File: src/rtl/sos_pkg.sv
package sos_pkg;

  // Bits of a word that are sent, after the fall-back rule for out-of-range settings.
  function automatic int unsigned eff_bits(int unsigned cfg, int unsigned max_bits);
    if (cfg == 0 || cfg > max_bits) return max_bits;
    return cfg;
  endfunction

endpackage

File: src/rtl/sos_width.sv
module sos_width #(
  parameter int WORD_W = 9,
  parameter int CFG_W  = 4,
  localparam int CNT_W = $clog2(WORD_W + 1)
) (
  input  logic [CFG_W-1:0] width_cfg,
  input  logic             expand_mode,
  output logic [CNT_W-1:0] bits_eff
);
  import sos_pkg::*;

  always_comb begin
    if (expand_mode) bits_eff = CNT_W'(WORD_W);
    else             bits_eff = CNT_W'(eff_bits(int'(width_cfg), WORD_W));
  end


  always_comb begin
    width_range_chk: assert (bits_eff >= 1 && int'(bits_eff) <= WORD_W)
      else $error("effective width out of range");
  end

endmodule

File: src/rtl/sos_shreg.sv
module sos_shreg #(
  parameter int WORD_W = 9,
  localparam int CNT_W = $clog2(WORD_W + 1)
) (
  input  logic              clk,
  input  logic              rst_n,
  input  logic              tick,
  input  logic              expand_mode,
  input  logic [CNT_W-1:0]  bits_eff,
  input  logic              in_valid,
  output logic              in_ready,
  input  logic [WORD_W-1:0] in_data,
  output logic              sdo,
  output logic              sdo_oe,
  output logic              held,
  output logic              started
);

  logic [WORD_W-1:0] shift_q;
  logic [CNT_W-1:0]  left_q;
  logic              gap_q;

  assign in_ready = !held;

  always_ff @(posedge clk or negedge rst_n) begin
    if (!rst_n) begin
      shift_q <= '0;
      left_q  <= '0;
      gap_q   <= 1'b0;
      held    <= 1'b0;
      started <= 1'b0;
      sdo     <= 1'b0;
      sdo_oe  <= 1'b0;
    end else begin
      if (tick) begin
        if (gap_q) begin
          sdo_oe <= 1'b0;
          gap_q  <= 1'b0;
        end else if (held) begin
          sdo     <= shift_q[0];
          sdo_oe  <= 1'b1;
          shift_q <= shift_q >> 1;
          started <= 1'b1;
          if (left_q == CNT_W'(1)) begin
            held    <= 1'b0;
            started <= 1'b0;
            gap_q   <= expand_mode;
          end else begin
            left_q <= left_q - CNT_W'(1);
          end
        end else begin
          sdo_oe <= 1'b0;
        end
      end
      if (in_valid && in_ready) begin
        shift_q <= in_data;
        left_q  <= bits_eff;
        held    <= 1'b1;
        started <= 1'b0;
      end
    end
  end


  oe_rise_on_tick_chk: assert property (@(posedge clk) disable iff (!rst_n)
    $rose(sdo_oe) |-> $past(tick));


  accept_blocks_chk: assert property (@(posedge clk) disable iff (!rst_n)
    (in_valid && in_ready) |=> !in_ready);


  starve_off_chk: assert property (@(posedge clk) disable iff (!rst_n)
    (tick && !held && !gap_q) |=> !sdo_oe);


  handover_slot_chk: assert property (@(posedge clk) disable iff (!rst_n)
    (tick && gap_q) |=> !sdo_oe);

endmodule

File: src/rtl/sos_flags.sv
module sos_flags #(
  parameter int LVL_W = 12
) (
  input  logic             clk,
  input  logic             rst_n,
  input  logic [LVL_W-1:0] stored_level,
  input  logic             held,
  input  logic             started,
  output logic             empty_o,
  output logic             few_o
);

  logic fresh_word;

  assign fresh_word = held && !started;
  assign empty_o    = (stored_level == '0) && !fresh_word;
  assign few_o      = (stored_level <= LVL_W'(1));


  empty_implies_few_chk: assert property (@(posedge clk) disable iff (!rst_n)
    empty_o |-> few_o);


  few_level_chk: assert property (@(posedge clk) disable iff (!rst_n)
    (stored_level > LVL_W'(1)) |-> (!few_o && !empty_o));

endmodule

File: src/rtl/ser_out_shifter.sv
module ser_out_shifter #(
  parameter int WORD_W = 9,
  parameter int CFG_W  = 4,
  parameter int LVL_W  = 12,
  localparam int CNT_W = $clog2(WORD_W + 1)
) (
  input  logic              clk,
  input  logic              rst_n,
  input  logic              sclk_en,
  input  logic              expand_mode,
  input  logic [CFG_W-1:0]  width_cfg,
  input  logic              in_valid,
  output logic              in_ready,
  input  logic [WORD_W-1:0] in_data,
  input  logic [LVL_W-1:0]  stored_level,
  output logic              sdo,
  output logic              sdo_oe,
  output logic              empty_o,
  output logic              few_o
);

  logic [CNT_W-1:0] bits_eff;
  logic             held;
  logic             started;

  sos_width #(.WORD_W(WORD_W), .CFG_W(CFG_W)) u_width (
    .width_cfg   (width_cfg),
    .expand_mode (expand_mode),
    .bits_eff    (bits_eff)
  );

  sos_shreg #(.WORD_W(WORD_W)) u_shreg (
    .clk         (clk),
    .rst_n       (rst_n),
    .tick        (sclk_en),
    .expand_mode (expand_mode),
    .bits_eff    (bits_eff),
    .in_valid    (in_valid),
    .in_ready    (in_ready),
    .in_data     (in_data),
    .sdo         (sdo),
    .sdo_oe      (sdo_oe),
    .held        (held),
    .started     (started)
  );

  sos_flags #(.LVL_W(LVL_W)) u_flags (
    .clk          (clk),
    .rst_n        (rst_n),
    .stored_level (stored_level),
    .held         (held),
    .started      (started),
    .empty_o      (empty_o),
    .few_o        (few_o)
  );

endmodule

File: config.mk
export PLATFORM = sky130hd
export DESIGN_NAME = ser_out_shifter
export DESIGN_NICKNAME = d
export VERILOG_FILES = /design/src/rtl/sos_pkg.sv /design/src/rtl/sos_width.sv /design/src/rtl/sos_shreg.sv /design/src/rtl/sos_flags.sv /design/src/rtl/ser_out_shifter.sv
export SDC_FILE = /design/constraint.sdc
export NUM_CORES = 1
export LEC_CHECK = 0
export BUFFER_PORTS_ARGS = -buffer_cell sky130_fd_sc_hd__buf_2
export CORE_MARGIN = 2
export CORE_UTILIZATION = 47
export DETAILED_ROUTE_END_ITERATION = 8
export HOLD_SLACK_MARGIN = 0.12
export PLACE_DENSITY_LB_ADDON = 0.2
export SLEW_MARGIN = 10
export SYNTH_ARGS = -nofsm -noshare
export SYNTH_HDL_FRONTEND = slang
export SYNTH_SLANG_ARGS = --single-unit
File: constraint.sdc
create_clock -name clk -period 2.2 [get_ports clk]
set_clock_uncertainty 0.05 [all_clocks]
set_input_delay 0.44 -clock clk [delete_from_list [all_inputs] [get_ports clk]]
set_output_delay 0.44 -clock clk [all_outputs]
set_load 0.01 [all_outputs]
# Yosys cells after proc, flatten, opt, wreduce, memory -nomap -nowiden
# Index checks and enable logic that the tools add are counted.
# classes
add_sub_neg	1
n_lt_le_gt_ge	2
n_eq_ne	3
n_mux	28
n_bitwise	1
reduce_logical	15
# ops
cell	count
$mux 9	4
$mux 4	8
$mux 1	16
$le 12x1->1 const B	1
$logic_not 12->1	1
$reduce_and 3->1	2
$eq 4x1->1 const B	1
$gt 4x4->1 const B	1
$logic_not 4->1	1
$ne 2x2->1 const B	2
$reduce_and 4->1	1
$reduce_bool 2->1	2
$sub 4x1->4 const B	1
$logic_and 1x1->1	3
$logic_not 1->1	3
$reduce_and 2->1	1
$logic_or 1x1->1	1
$not 1->1	1
# totals
regBits	18
inputBits	30
output_inout_bits	5
word_cells	57

# Logic depth before layout (Yosys ltp)
# Gate-level depths: netlist of the first run.
# depth
ltp_word	7
depth_mapped	6
ltp_nobuf	6

# Modules after synthesis
# From an unflattened synthesis of the first run, not the netlist that was laid out.
# hier_totals
cells_unflattened	103
area_unflattened_um2	955.9
# modules_own_cells
module	n_inst	cells_each	area_each_um2	seq_area_each_um2
sos_shreg	1	88	865.8	450.4
sos_flags	1	7	45.0	0.0
sos_width	1	8	45.0	0.0

# Worst setup path after synthesis of the first run
# No wires, ideal clock.
# synth_path
kind	input to output
from	input port stored_level[4]
to	output port empty_o
t_arrival_ns	1.464
required_time_ns	1.710
path_slack_ns	0.246
cell_stages	4
path_buffers	0
path_cell_list	nor4_1 nand2_1 nor4_1 o211a_1
# synth_between
elab_chain_cells	2
# synth_lines
item	line	text
from (decl)	ser_out_shifter.sv:15	input logic [LVL_W-1:0] stored_level,
$logic_not 12->1	sos_flags.sv:16	assign empty_o = (stored_level == '0) && !fresh_word;
$logic_and 1x1->1	sos_flags.sv:16	
to (decl)	ser_out_shifter.sv:18	output logic empty_o,
# No other way between the ends.

# Worst setup path in the final report of the first run
# layout_path
from	input port stored_level[1]
to	output port empty_o
# The elaborated chain is that of the path after synthesis.

==> results of run 1 <==
## metal layers
layer / global-route usage / wire (um) / up-vias
met2: 0.347 / 1060 / 32
met1: 0.229 / 895 / 418
met3: 0.0399 / 108 / 0
met5: 0 / 0 / -
li1: - / - / 435
met4: 0.0476 / 0 / 0
## state kept, by name, summed over array words and instances (netlist names)
name             cells
u_shreg.shift_q      9
u_shreg.left_q       4
u_shreg.gap_q        1
u_shreg.held         1
u_shreg.sdo          1
u_shreg.sdo_oe       1
u_shreg.started      1
## path summary, 6_finish.rpt
check / slack (ns) / end / from
setup / recovery: 0.25 / empty_o / stored_level[1]
setup reg to reg: 0.47 / u_shreg.left_q[3] / u_shreg.left_q[1]
max in group asynchronous: 1.28 / u_shreg.left_q[0] / rst_n
hold / removal: 0.29 / u_shreg.shift_q[8] / in_data[8]
min in group asynchronous: 0.54 / u_shreg.left_q[2] / rst_n
hold reg to reg: 0.43 / u_shreg.sdo / u_shreg.sdo
## synthesized netlist by cell type (2+ instances only)
cell type / number / share of area
a21oi_1: 3 / 0.016
a31o_2: 2 / 0.018
a31oi_1: 9 / 0.059
buf_2: 2 / 0.011
dfrtp_1: 18 / 0.47
ha_1: 2 / 0.026
inv_1: 5 / 0.020
nand2_1: 23 / 0.091
nor2_1: 14 / 0.055
nor4_1: 4 / 0.026
o31ai_1: 2 / 0.016
## final cells by class
cell class,count,area [um2],area share
multi-input combinational,77,454,0.387
inverter,5,18.8,0.0160
clock buffer,4,36.3,0.0309
sequential,18,450,0.384
tap,27,33.8,0.0288
timing repair buffer,35,180,0.154
## timing repair
action	4_1_cts	5_1_grt
hold buffers	1	0
hold endpoints to repair	18	0
endpoints found under the setup margin	0	0
## critical path, stage by stage
cell	delay (ns)
buf_2	0.10
nor4_1	0.28
nand2_1	0.08
nor4_1	0.24
o211a_1	0.19
buf_2	0.12
## logic make-up (layout without fill, tap and decap cells)
group	after synthesis	count (layout)	synth area share
AO/OA/AOI/OAI	24	24	0.180
flip-flops	18	18	0.474
buffers and inverters	9	44	0.0487
XOR/XNOR	2	2	0.0184
adder cells (fa/ha/maj)	2	2	0.0263
multiplexers	1	1	0.0105
AND/OR/NAND/NOR	48	48	0.242
## power groups by stage
stage	Sequential [mW]	Combinational (mW)	Clock [mW]
floorplan	0.566	0.407	0
global placement	0.579	0.502	0
detailed placement	0.592	0.527	0
CTS	0.584	0.533	0.202
global route	0.602	0.598	0.222
finish	0.585	0.530	0.200
## stage by stage
| stage | setup WS, ns | hold WS, ns | utilization |
|---|---|---|---|
| 6_report | 0.254 | 0.292 | 0.604 |
| 5_1_grt | 0.118 | 0.299 | 0.604 |
| 4_1_cts | 0.233 | 0.294 | 0.604 |
| 3_5_place_dp | 0.230 | 0.339 | 0.581 |
| 3_3_place_gp | 0.297 | 0.341 | 0.581 |
| 2_1_floorplan | 0.246 | 0.0944 | - |
==> results.json, run 1 <==
{
  "outcome": "completed",
  "ant_nets": 0,
  "ys_ff_latch": 18,
  "avgSynthCellArea_um2": 9.14,
  "fp.coreArea_um2": 1940,
  "tightest_slew_ns": 0.629,
  "p_total_mw": 1.32,
  "synth_edf_count": 0,
  "cts_buffers": 3,
  "fin_crit_sh": 0.884,
  "layout-area-overhead-vs-synth_pct": 23.4,
  "ys_types": 31,
  "clk_pin_slew_ns": 0.10,
  "critical_path_class": "in2out",
  "cts_setup_buffers": 0,
  "final_cell_mix": "buf_2 (34), nand2_1 (23), dfrtp_1 (18)",
  "fmax_mhz": 514,
  "antenna_cells": 0,
  "synth_nets": 136,
  "grt.total_usage": 0.191,
  "fin_area_um2": 1170,
  "place_congestion": 0.750,
  "finalSetupTns_ns": 0,
  "swShare": 0.367,
  "seq_area_frac_synth": 0.474,
  "p_leak_nw": 0.598,
  "layout_min_cycle_time_ns": 1.95,
  "drc": 0,
  "timing.slew.headroom": 0.580,
  "worst-r2r-cell-count": 6,
  "grt_overflow_total": 0,
  "place_inst": 161,
  "wirelength_mm": 2.06,
  "nFillCells": 181,
  "dr.pass1.iters": 4,
  "grt_pass1_vias": 887,
  "netlist_area_um2": 951,
  "cts_tree": "built",
  "crit_required_ns": 1.71,
  "crit_path_max_fanout": 2,
  "io_pins": 35,
  "cp-end-kind": "output pin",
  "drive_gt1_frac": 0.331,
  "hold_path_depth": 3,
  "antenna_found_initial": 0,
  "routed-via-count": 885,
  "synth-async-reset-ratio": 1.00,
  "drv_cap": 0,
  "grt_max_degree": 21,
  "p_comb_frac": 0.403,
  "pwr-share-clk": 0.152,
  "rows": 16,
  "placed_area_um2": 1130,
  "cp-start-kind": "primary input",
  "hold_path_class": "in2reg",
  "finalHoldViolCount": 0,
  "cts_buffer_depth": 2,
  "setup_viol": 0,
  "dieArea_um2": 2400,
  "layout.nets": 172,
  "rsz0062_at_grt": "no",
  "grt_pass1_wl_mm": 3.59,
  "fp.dieW_um": 49.0,
  "synth_ff_type": "dfrtp_1",
  "instances_no_fill": 166,
  "portBuffers": 34,
  "cts_sinks": 18,
  "vias_per_cell": 5.33,
  "wire_per_inst_um": 12.4,
  "start_util": 0.490,
  "dp.final_hpwl_mm": 1.59,
  "cts-root-buf": "clkbuf_4",
  "final_common_cell": "buf_2",
  "worstPathArrival_ns": 1.46,
  "p_per_area_nw_per_um2": 1120,
  "die_y_um": 49.0,
  "power.switching_uw": 483,
  "p_seq_frac": 0.444,
  "synthCells": 104,
  "clk-insertion-delay-late_ns": 0.28,
  "power.internal_uw": 833,
  "first_iter_violations": 9,
  "htreeDepth": 1,
  "maxSlewViolCount": 0,
  "vdd_drop_max_mv": 0.699,
  "ys_warn_count": 0,
  "cts_resized": 0
}
Note: power is estimated with default switching activity, not from simulation.
==> inputs of run 2 (changes only) <==
--- a/config.mk
+++ b/config.mk
@@ -5,10 +5,10 @@
 export SDC_FILE = /design/constraint.sdc
 export NUM_CORES = 1
 export LEC_CHECK = 0
-export BUFFER_PORTS_ARGS = -buffer_cell sky130_fd_sc_hd__buf_2
 export CORE_MARGIN = 2
-export CORE_UTILIZATION = 47
+export CORE_UTILIZATION = 60
 export DETAILED_ROUTE_END_ITERATION = 8
+export DONT_BUFFER_PORTS = 1
 export HOLD_SLACK_MARGIN = 0.12
 export PLACE_DENSITY_LB_ADDON = 0.2
 export SLEW_MARGIN = 10
==> results.json, run 2 (synthesis gave the netlist of run 1 again) <==
{
  "crit_required_ns": 1.71,
  "hold_path_class": "in2reg",
  "final_cell_mix": "nand2_1 (23), dfrtp_1 (18), nor2_1 (14)",
  "ant_nets": 0,
  "final_common_cell": "nand2_1",
  "dr.pass1.iters": 4,
  "vias_per_cell": 6.46,
  "layout.nets": 139,
  "dp.final_hpwl_mm": 1.34,
  "p_per_area_nw_per_um2": 1270,
  "reg_top3": "u_shreg.shift_q: 9 flops, u_shreg.left_q: 4 flops",
  "routed-via-count": 788,
  "htreeDepth": 1,
  "cp-start-kind": "primary input",
  "io_pins": 35,
  "worst-r2r-cell-count": 6,
  "die_y_um": 43.8,
  "cts_tree": "built",
  "fp.dieW_um": 43.8,
  "start_util": 0.639,
  "maxSlewViolCount": 0,
  "grt_pass1_wl_mm": 2.87,
  "tightest_slew_ns": 0.809,
  "largest-register": "u_shreg.shift_q",
  "clk-insertion-delay-late_ns": 0.30,
  "vdd_drop_max_mv": 0.773,
  "cp-endpoint": "empty_o",
  "fin_crit_sh": 0.803,
  "r2r-end": "u_shreg.left_q[3]",
  "cts_buffers": 3,
  "drv_cap": 0,
  "portBuffers": 0,
  "r2r_start": "u_shreg.left_q[1]",
  "layout-area-overhead-vs-synth_pct": 4.87,
  "instances_no_fill": 122,
  "finalSetupTns_ns": 0,
  "antenna_found_initial": 0,
  "grt_pass1_vias": 723,
  "crit_start": "stored_level[1]",
  "multi_input_area_um2": 454,
  "antenna_cells": 0,
  "critical_path_class": "in2out",
  "wire_per_inst_um": 15.4,
  "fmax_mhz": 566,
  "whs_ns": 0.197,
  "rsz0062_at_grt": "no",
  "nFillCells": 130,
  "outcome": "completed",
  "worstPathArrival_ns": 1.28,
  "fin_area_um2": 997,
  "rrSetupSlack_ns": 0.48,
  "setup_viol": 0,
  "largest_register_ffs": 9,
  "layout_min_cycle_time_ns": 1.77,
  "rows": 14,
  "p_leak_nw": 0.465,
  "drive_gt1_frac": 0.123,
  "grt_max_degree": 21,
  "placed_area_um2": 951,
  "clk_pin_slew_ns": 0.11,
  "dieArea_um2": 1920,
  "cp-end-kind": "output pin",
  "postLayoutCoreUtil": 0.670,
  "grt_overflow_total": 0,
  "drc": 0,
  "fp.coreArea_um2": 1490,
  "wirelength_mm": 1.88,
  "timing.slew.headroom": 0.459,
  "place_inst": 117,
  "crit_path_max_fanout": 2,
  "first_iter_violations": 24,
  "cts-root-buf": "clkbuf_4",
  "cts_sinks": 18,
  "regArea_um2": 450,
  "grt.total_usage": 0.205,
  "place_congestion": 0.774,
  "finalHoldViolCount": 0,
  "cts_buffer_depth": 2
}
run 2: changes by cell type in the layout (fill, tap and decap cells not counted), sizes merged:
cell	delta
buf	-33
run 2: area by class of cell:
class | count | share of cell area
Tap cell | 16 | 0.0201
Timing Repair Buffer | 2 | 0.0176
Sequential cell | 18 | 0.452
Multi-Input combinational cell | 77 | 0.455
Inverter | 5 | 0.0188
Clock buffer | 4 | 0.0364
run 2: power breakdown:
part	internal, mW	leakage (nW)	total [mW]	switching, mW
registers	0.475	0.222	0.590	0.115
clock network	0.101	0.0210	0.208	0.107
logic	0.223	0.222	0.464	0.242
run 2: worst max-delay path: stages:
cell     delay (ns)
nor4_1         0.25
nand2_1        0.08
nor4_1         0.25
o211a_1        0.26
run 2: routing by layer:
metal | global-route usage | wire length [um] | part of all wire
met2 | 0.365 | 934 | 0.50
met4 | 0.109 | 35 | 0.019
met3 | 0.0417 | 127 | 0.068
met1 | 0.227 | 782 | 0.42
met5 | 0 | 0 | 0
run 2: per-stage QoR:
step | setup slack, ns | total power [mW]
floorplan | 0.246 | 0.973
global placement | 0.418 | 1.03
detailed placement | 0.411 | 1.05
CTS | 0.411 | 1.27
global route | 0.304 | 1.34
finish | 0.434 | 1.26
run 2: worst min-delay path by stage:
stage	start	end	slack [ns]	cells past startpoint
after global routing	in_data[8]	u_shreg.shift_q[8]	0.19	2
after global placement	rst_n	u_shreg.sdo	0.09	0
final	in_data[8]	u_shreg.shift_q[8]	0.20	2
after detailed placement	rst_n	u_shreg.sdo_oe	0.09	0
after CTS	in_data[8]	u_shreg.shift_q[8]	0.19	2
after floorplan	rst_n	u_shreg.gap_q	0.09	0
run 2: what timing repair did:
| item | in CTS | in global routing |
|---|---|---|
| hold endpoints to repair | 18 | 0 |
| buffers inserted | 0 | 0 |
| hold buffers | 1 | 0 |
| resized for setup | 0 | 0 |
